### config.mk
export PLATFORM = sky130hd
export DESIGN_NAME = smm_susp_seq
export DESIGN_NICKNAME = d
export VERILOG_FILES = /design/src/rtl/smm_susp_pkg.sv /design/src/rtl/smm_pin_sync.sv /design/src/rtl/smm_req_latch.sv /design/src/rtl/smm_state_fsm.sv /design/src/rtl/smm_susp_seq.sv
export SDC_FILE = /design/constraint.sdc
export NUM_CORES = 1
export LEC_CHECK = 0
export BUFFER_PORTS_ARGS = -buffer_cell sky130_fd_sc_hd__buf_2
export CAP_MARGIN = 10
export CORE_MARGIN = 2
export CORE_UTILIZATION = 58
export CTS_CLUSTER_DIAMETER = 60
export DETAILED_ROUTE_END_ITERATION = 10
export PLACE_DENSITY = 0.86
export SLEW_MARGIN = 20
export SYNTH_ARGS = -nofsm -noshare
export SYNTH_HDL_FRONTEND = slang
export SYNTH_HIERARCHICAL = 1
export SYNTH_SLANG_ARGS = --single-unit
### constraint.sdc
create_clock -name clk_i -period 3.2 [get_ports clk_i]
set_input_delay 0.48 -clock clk_i [delete_from_list [all_inputs] [get_ports clk_i]]
set_output_delay 0.48 -clock clk_i [all_outputs]
set_load 0.05 [all_outputs]
### src/rtl/smm_susp_pkg.sv
`timescale 1ns/1ps
package smm_susp_pkg;
  typedef enum logic [2:0] {
    ST_NORM    = 3'd0,
    ST_ISR     = 3'd1,
    ST_HALT_N  = 3'd2,
    ST_PSUSP_N = 3'd3,
    ST_SMM     = 3'd4,
    ST_HALT_S  = 3'd5,
    ST_PSUSP_S = 3'd6,
    ST_ISR_S   = 3'd7
  } seq_state_e;

  localparam int unsigned REQ_N    = 3;
  localparam int unsigned REQ_SMI  = 0;
  localparam int unsigned REQ_NMI  = 1;
  localparam int unsigned REQ_INTR = 2;
endpackage

### src/rtl/smm_pin_sync.sv
`timescale 1ns/1ps
module smm_pin_sync #(
  parameter int unsigned WIDTH  = 3,
  parameter int unsigned STAGES = 2,
  parameter logic [WIDTH-1:0] RST_VAL = '0
) (
  input  logic             clk_i,
  input  logic             rst_ni,
  input  logic [WIDTH-1:0] d_i,
  output logic [WIDTH-1:0] q_o
);
  localparam int unsigned TOP = STAGES - 1;

  for (genvar b = 0; b < WIDTH; b++) begin : g_bit
    logic [STAGES-1:0] sh_q;
    always_ff @(posedge clk_i or negedge rst_ni) begin
      if (!rst_ni) sh_q <= {STAGES{RST_VAL[b]}};
      else         sh_q <= {sh_q[STAGES-2:0], d_i[b]};
    end
    assign q_o[b] = sh_q[TOP];
  end
endmodule

### src/rtl/smm_req_latch.sv
`timescale 1ns/1ps
module smm_req_latch
  import smm_susp_pkg::*;
(
  input  logic             clk_i,
  input  logic             rst_ni,
  input  logic             smi_n_s_i,
  input  logic             nmi_s_i,
  input  logic             intr_i,
  input  logic             if_i,
  input  logic [REQ_N-1:0] clr_i,
  output logic [REQ_N-1:0] pend_o
);
  logic             smi_n_q, nmi_q;
  logic [REQ_N-1:0] set_d, pend_q;

  always_comb begin
    set_d           = '0;
    set_d[REQ_SMI]  = smi_n_q & ~smi_n_s_i;  // falling edge
    set_d[REQ_NMI]  = nmi_s_i & ~nmi_q;      // rising edge
    set_d[REQ_INTR] = intr_i & if_i;
  end

  always_ff @(posedge clk_i or negedge rst_ni) begin
    if (!rst_ni) begin
      smi_n_q <= 1'b1;
      nmi_q   <= 1'b0;
      pend_q  <= '0;
    end else begin
      smi_n_q <= smi_n_s_i;
      nmi_q   <= nmi_s_i;
      pend_q  <= (pend_q & ~clr_i) | set_d;
    end
  end

  assign pend_o = pend_q;
endmodule

### src/rtl/smm_state_fsm.sv
`timescale 1ns/1ps
module smm_state_fsm
  import smm_susp_pkg::*;
(
  input  logic             clk_i,
  input  logic             rst_ni,
  input  logic             hlt_i,
  input  logic             iret_i,
  input  logic             rsm_i,
  input  logic             smint_i,
  input  logic             susp_lo_i,
  input  logic [REQ_N-1:0] pend_i,
  output seq_state_e       state_o,
  output logic [REQ_N-1:0] disp_o
);
  seq_state_e       state_q, state_d, ret_q, ret_d;
  logic [REQ_N-1:0] disp_en, ready, disp;
  logic             irq_disp;

  always_comb begin
    unique case (state_q)
      ST_NORM, ST_ISR: disp_en = susp_lo_i ? '0 : '1;
      ST_HALT_N:       disp_en = '1;
      ST_HALT_S: begin
        disp_en          = '1;
        disp_en[REQ_SMI] = 1'b0;
      end
      default:         disp_en = '0;
    endcase
  end

  // fixed priority, lowest index wins
  always_comb begin
    logic seen;
    seen  = 1'b0;
    ready = pend_i & disp_en;
    for (int i = 0; i < int'(REQ_N); i++) begin
      disp[i] = ready[i] & ~seen;
      seen    = seen | ready[i];
    end
  end

  assign irq_disp = disp[REQ_NMI] | disp[REQ_INTR];

  always_comb begin
    state_d = state_q;
    ret_d   = ret_q;
    unique case (state_q)
      ST_NORM: begin
        if (susp_lo_i) begin
          state_d = ST_PSUSP_N;
          ret_d   = ST_NORM;
        end
        else if (disp[REQ_SMI]) state_d = ST_SMM;
        else if (irq_disp)      state_d = ST_ISR;
        else if (smint_i)       state_d = ST_SMM;
        else if (hlt_i)         state_d = ST_HALT_N;
      end
      ST_ISR: begin
        if (susp_lo_i) begin
          state_d = ST_PSUSP_N;
          ret_d   = ST_ISR;
        end
        else if (disp[REQ_SMI]) state_d = ST_SMM;
        else if (irq_disp)      state_d = ST_ISR;
        else if (iret_i)        state_d = ST_NORM;
      end
      ST_HALT_N: begin
        if (disp[REQ_SMI]) state_d = ST_SMM;
        else if (irq_disp) state_d = ST_ISR;
      end
      ST_PSUSP_N, ST_PSUSP_S: begin
        if (!susp_lo_i) state_d = ret_q;
      end
      ST_SMM: begin
        if (susp_lo_i) begin
          state_d = ST_PSUSP_S;
          ret_d   = ST_SMM;
        end
        else if (rsm_i) state_d = ST_NORM;
        else if (hlt_i) state_d = ST_HALT_S;
      end
      ST_HALT_S: begin
        if (irq_disp) state_d = ST_ISR_S;
      end
      ST_ISR_S: begin
        if (susp_lo_i) begin
          state_d = ST_PSUSP_S;
          ret_d   = ST_ISR_S;
        end
        else if (iret_i) state_d = ST_SMM;
      end
      default: state_d = ST_NORM;
    endcase
  end

  always_ff @(posedge clk_i or negedge rst_ni) begin
    if (!rst_ni) begin
      state_q <= ST_NORM;
      ret_q   <= ST_NORM;
    end else begin
      state_q <= state_d;
      ret_q   <= ret_d;
    end
  end

  assign state_o = state_q;
  assign disp_o  = disp;
endmodule

### src/rtl/smm_susp_seq.sv
`timescale 1ns/1ps
module smm_susp_seq
  import smm_susp_pkg::*;
#(
  parameter int unsigned SYNC_STAGES = 2
) (
  input  logic       clk_i,
  input  logic       rst_ni,
  input  logic       hlt_i,
  input  logic       iret_i,
  input  logic       rsm_i,
  input  logic       smint_i,
  input  logic       susp_ni,
  input  logic       smi_ni,
  input  logic       nmi_i,
  input  logic       intr_i,
  input  logic       if_i,
  output logic [2:0] state_o,
  output logic       suspa_no,
  output logic       smm_o,
  output logic       smi_disp_o,
  output logic       nmi_disp_o,
  output logic       intr_disp_o
);
  localparam int unsigned PIN_N = 3;
  localparam logic [PIN_N-1:0] PIN_RST = 3'b011; // {nmi, susp_n, smi_n}

  logic [PIN_N-1:0] pin_raw, pin_s;
  logic [REQ_N-1:0] pend, disp;
  seq_state_e       state;

  assign pin_raw = {nmi_i, susp_ni, smi_ni};

  smm_pin_sync #(
    .WIDTH  (PIN_N),
    .STAGES (SYNC_STAGES),
    .RST_VAL(PIN_RST)
  ) u_sync (
    .clk_i (clk_i),
    .rst_ni(rst_ni),
    .d_i   (pin_raw),
    .q_o   (pin_s)
  );

  smm_req_latch u_latch (
    .clk_i    (clk_i),
    .rst_ni   (rst_ni),
    .smi_n_s_i(pin_s[0]),
    .nmi_s_i  (pin_s[2]),
    .intr_i   (intr_i),
    .if_i     (if_i),
    .clr_i    (disp),
    .pend_o   (pend)
  );

  smm_state_fsm u_fsm (
    .clk_i    (clk_i),
    .rst_ni   (rst_ni),
    .hlt_i    (hlt_i),
    .iret_i   (iret_i),
    .rsm_i    (rsm_i),
    .smint_i  (smint_i),
    .susp_lo_i(~pin_s[1]),
    .pend_i   (pend),
    .state_o  (state),
    .disp_o   (disp)
  );

  assign state_o     = state;
  assign suspa_no    = !(state inside {ST_HALT_N, ST_PSUSP_N, ST_HALT_S, ST_PSUSP_S});
  assign smm_o       = state inside {ST_SMM, ST_HALT_S, ST_PSUSP_S, ST_ISR_S};
  assign smi_disp_o  = disp[REQ_SMI];
  assign nmi_disp_o  = disp[REQ_NMI];
  assign intr_disp_o = disp[REQ_INTR];
endmodule

# ---- After elaboration in Yosys (flattened, before gate mapping)
# Index checks and enable logic that the tools add are counted.
dict set report word_totals {
  regBits 17
  output_inout_bits 8
}
dict set report classes {
  n_eq_ne 18
  muxes 26
  n_bitwise 15
  reduce_logical 9
}
# operator count
set ops {}
lappend ops {{$mux W3} 23}
lappend ops {{$pmux W3 S7} 1}
lappend ops {{$eq A3 B3 Y1 const B} 4}
lappend ops {{$pmux W3 S4} 1}
lappend ops {{$reduce_bool A4 Y1} 3}
lappend ops {{$ne A2 B2 Y1 const B} 5}
lappend ops {{$pmux W3 S3} 1}
lappend ops {{$reduce_and A7 Y1} 1}
lappend ops {{$and A3 B3 Y3} 2}
lappend ops {{$eq A3 B2 Y1 const B} 2}
lappend ops {{$ne A6 B4 Y1 const B} 1}
lappend ops {{$and A1 B1 Y1} 5}
lappend ops {{$ne A5 B3 Y1 const B} 1}
lappend ops {{$reduce_and A5 Y1} 1}
lappend ops {{$ne A4 B4 Y1 const B} 1}
lappend ops {{$not A1 Y1} 4}
lappend ops {{$reduce_or A2 Y1} 2}
lappend ops {{$eq A3 B1 Y1 const B} 1}
lappend ops {{$logic_not A3 Y1} 1}
lappend ops {{$ne A3 B1 Y1 const B} 1}
lappend ops {{$ne A3 B3 Y1 const B} 1}
lappend ops {{$not A3 Y3} 1}
lappend ops {{$or A3 B3 Y3} 1}
lappend ops {{$ne A2 B1 Y1 const B} 1}
lappend ops {{2 further kinds} 3}

# ---- Longest topological paths before layout
dict set report logic_depth {
  word_depth 12
  mapped_depth 8
  depth_no_buf 6
}

# ---- Hierarchy
# The synthesis kept the hierarchy.
# mod n_inst cells_each area_each_um2 seq_area_each_um2
set modules_own_cells {}
lappend modules_own_cells {smm_state_fsm 1 84 659.4 150.1}
lappend modules_own_cells {smm_req_latch 1 14 178.9 126.4}
lappend modules_own_cells {smm_pin_sync 1 9 177.7 155.1}
lappend modules_own_cells {smm_susp_seq 1 4 20.0 0.0}

# ---- Least setup slack after synthesis
# No wires, ideal clock.
dict set report synth_path {
  path_type {reg-to-output}
  startpoint {reg u_fsm.state_q[2] (netlist: u_fsm/state_o[2])}
  endpoint {out intr_disp_o}
  arrival_ps 2420
  t_required_ps 2720
  slack_ps 300
  stages_incl_launch_ff 5
  path_buffers 1
  path_cell_list {dfrtp_1 buf_4 and3b_1 a31oi_2 nor3b_1}
}
dict set report synth_between {
  elab_chain_len 7
  elab_cells_between_ends 10
}
# element line_no
set synth_rtl {}
lappend synth_rtl {{from (decl)} smm_state_fsm.sv:16} ;# seq_state_e state_q, state_d, ret_q, ret_d;
lappend synth_rtl {{from (signal assigned)} smm_state_fsm.sv:102} ;# state_q <= state_d;
lappend synth_rtl {{$eq A3 B1 Y1 or $logic_not A3 Y1 (tied branches)} smm_state_fsm.sv:21} ;# unique case (state_q)
lappend synth_rtl {{$reduce_or A2 Y1} smm_state_fsm.sv:21}
lappend synth_rtl {{$pmux W3 S3 *} smm_state_fsm.sv:21}
lappend synth_rtl {{$and A3 B3 Y3 *} smm_state_fsm.sv:36} ;# ready = pend_i & disp_en;
lappend synth_rtl {{$or A1 B1 Y1} smm_state_fsm.sv:39} ;# seen = seen | ready[i];
lappend synth_rtl {{$not A1 Y1} smm_state_fsm.sv:38} ;# disp[i] = ready[i] & ~seen;
lappend synth_rtl {{$and A1 B1 Y1 *} smm_state_fsm.sv:38}
lappend synth_rtl {{to (decl)} smm_susp_seq.sv:23} ;# output logic intr_disp_o
# Mark *: on every way between the ends. The rest lies on a longest branch, timed or not.

# ---- Worst setup path after layout
# Ends and elaborated chain as after synthesis.

==> flow_summary.yaml <==
run_status:
  status: "finished, final reports clean"
grt:
  grt_remaining_overflow: 0
  grt_max_degree: 24
  met2_usage_pct: 32.5
  grt_util_met3_pct: 1.96
  grt_pass1_vias: 738
  grt_pass1_wl_microns: 2980
  grt_use_total_pct: 19.4
  busiest_layer: "met2"
  globalRouteMet1Util_pct: 24.6
  antenna_found_initial: 0
floorplan:
  die_w_microns: 46.3
  core_sq_um: 1710
  initial_core_util_pct: 60.7
  io_pins: 19
  die_h_microns: 46.3
  die_area_sq_um: 2140
  rows: 15
worst_setup_path:
  critPathSlowestCell: "dfrtp_1"
  endpoint_kind: "primary output"
  cp-start-kind: "register"
  crit_arrival_ns: 2.01
  path_class: "reg -> out"
  worstPathCellList: "and3b_1 -> a31oi_2 -> nor3b_1 -> buf_2"
  path_delay_family: "flip-flops"
  critPathMaxStageDelay_ns: 0.73
  worst-path-max-fanout: 23
  crit_buf_inv: 1
  cp.required_ns: 2.72
sta:
  fin_crit_sh_pct: 77.9
  tns_ns: 0
  relSlewSlack_pct: 60.0
  worst_pin_slew_ns: 0.600
  fin_worst_skew_ns: 0.00191
  min_period_ns: 2.49
  slew_viol_final: 0
  setup_viol: 0
  hold_viol: 0
  rsz0062_at_grt: "false"
  max_freq_mhz: 401
  timing.final.ws_setup_ns: 0.706
yosys:
  synth_compound_area_share_pct: 24.6
  synth_xor_area_share_pct: 0.845
  synth-simple-area-share_pct: 19.6
  yosysTopAreaCellShare_pct: 29.0
  yosys-mux-area-fraction_pct: 2.05
  ys_seq_elements: 17
  yosys_warnings: 6
  synth_top_family_by_area: "compound AO/OA/AOI/OAI gates"
  ys_seq_area_share_pct: 41.7
  synth_cells: 111
  netlist_area_sq_um: 1040
  synthesis.nets: 122
  synth_area_leaders: "dfrtp_1 (29%), dfstp_2 (13%), nor2_1 (4.7%)"
  synth_top_area_cell: "dfrtp_1"
  netlist-cell-type-count: 40
  synth_fa_ha_area_share_pct: 0
  syn_area_per_cell_sq_um: 9.33
power_and_ir_drop:
  powerDensity_nw_per_um2: 955
  p_leak_nw: 0.498
  p_total_mw: 1.05
  peakVddDrop_mv: 0.532
routing:
  drtIter0Drc: 18
  vias_per_cell: 5.72
  antenna_left: 0
  firstDrtPassIters: 4
  drcViolationCount: 0
  wire_per_inst_microns: 12.8
  wl_microns: 1880
  num_vias: 841
clock_tree:
  clock_latency_ns: 0.28
  cts_tree: "built"
  cts_resized: 0
  post-cts-setup-buffer-count: 0
  cts_sinks: 17
  path_clk_slew_ns: 0.08
  h-tree-depth: 1
  root_buffer: "clkbuf_4"
  cts_made_buffers: 3
  cts_buffer_depth: 2
  ctsHoldBuffers: 0
cells_and_area:
  final_common_cell: "buf_2"
  post-route-util_pct: 64.2
  num-nets-final: 134
  final_layout_size_suffix_gt1_share_pct: 27.0
  layout_common_cells: "buf_2 (18), nor2_1 (13), dfrtp_1 (12)"
  syn2layout_area_growth_pct: 5.92
  fill_cells: 148
  antenna_cells: 0
placed_design:
  gp_congestion: 0.870
  port_buffers: 18
  place_ws_ns: 1.02
  hpwl_microns: 1410
flow_run:
  maxCapViolCount: 0
hold_path:
  holdCritPathClass: "in -> async"
## flip-flops by register name, summed over array words and instances (netlist names)
| name | cells |
|---|---|
| u_latch/pend_o | 3 |
| u_latch/smi_n_q | 1 |
| u_fsm/state_o | 3 |
| u_sync/g_bit.sh_q | 6 |
| u_fsm/ret_q | 3 |
| u_latch/nmi_q | 1 |
## synth_stat cells
| library cell | count |
|---|---|
| nand3_1 | 3 |
| a21o_1 | 1 |
| mux2i_1 | 1 |
| buf_6 | 3 |
| xor2_1 | 1 |
| a22oi_1 | 1 |
| and3b_1 | 1 |
| a31oi_1 | 3 |
| and2_1 | 1 |
| a31oi_2 | 1 |
| nand3b_1 | 1 |
| or2_1 | 2 |
| buf_4 | 6 |
| o21a_1 | 1 |
| mux2_2 | 1 |
| nor2_1 | 13 |
| o21a_2 | 1 |
| a2bb2oi_1 | 2 |
| dfrtp_1 | 12 |
| dfstp_2 | 5 |
| and4_1 | 1 |
| clkbuf_1 | 2 |
| nor4_2 | 1 |
| o21ai_1 | 2 |
| a32oi_1 | 1 |
| a2111oi_4 | 1 |
| o21ai_0 | 4 |
| nand2_1 | 7 |
| o22ai_2 | 2 |
| a211oi_1 | 3 |
| and4b_1 | 1 |
| a211o_1 | 1 |
| nor3b_1 | 1 |
| nand2b_1 | 2 |
| a21oi_1 | 9 |
| nor2b_1 | 1 |
| inv_1 | 8 |
| and2b_1 | 1 |
| o211ai_1 | 1 |
| nor4_1 | 2 |
## per-stage QoR
stage / cell area (sq um) / hold WS [ns] / instances
final: 1100 / 0.0926 / 147
after global routing: 1100 / 0.116 / 147
after CTS: 1100 / 0.0921 / 147
after detailed placement: 1070 / 0.344 / 143
after global placement: 1070 / 0.337 / 143
after floorplan: 1040 / 0.184 / 111
## worst paths after layout
path,depth (start not counted),startpoint,slack (ns),endpoint
setup / recovery,4,u_fsm/state_o[2]$_DFFE_PN0P_,0.71,intr_disp_o
hold / removal,1,rst_ni,0.09,u_sync/g_bit[2].sh_q[1]$_DFF_PN0_
setup reg to reg,5,u_fsm/state_o[1]$_DFFE_PN0P_,1.27,u_fsm/state_o[0]$_DFFE_PN0P_
hold reg to reg,0,u_sync/g_bit[2].sh_q[0]$_DFF_PN0_,0.36,u_sync/g_bit[2].sh_q[1]$_DFF_PN0_
max in group asynchronous,1,rst_ni,2.81,u_sync/g_bit[1].sh_q[1]$_DFF_PN1_
min in group clk_i,1,smi_ni,0.29,u_sync/g_bit[0].sh_q[0]$_DFF_PN1_
## final cells by class
class / instances / area, sq um / area share [%]
Multi-Input combinational cell: 75 / 488 / 44.5
Sequential cell: 17 / 432 / 39.3
Timing Repair Buffer: 18 / 90.1 / 8.21
Tap cell: 25 / 31.3 / 2.85
Inverter: 8 / 30.0 / 2.74
Clock buffer: 4 / 26.3 / 2.39
## where the power goes
part | switching (mW) | internal [mW]
Clock | 0.0568 | 0.0483
Sequential | 0.111 | 0.266
Combinational | 0.355 | 0.211
## cells by family (layout without fill, tap and decap cells)
group           after synthesis  after routing
buf+inv                      19             30
xor+xnor                      1              1
mux                           2              2
compound gates               34             34
flops                        17             17
simple gates                 38             38
## routing by layer
layer	up-vias	part of all wire [%]	routed length, microns
li1	410	-	-
met1	400	44	819
met2	31	51	958
met3	0	5.5	103
met4	0	0	0
met5	-	0	0
## worst reg2reg max path: cells and delay by family (launching register included)
| kind | cells | cell delay (ns) |
|---|---|---|
| flip-flops | 1 | 0.73 |
| AND/OR/NAND/NOR | 2 | 0.43 |
| AO/OA/AOI/OAI | 3 | 0.64 |
No activity file was read; power rests on OpenSTA's default activity.
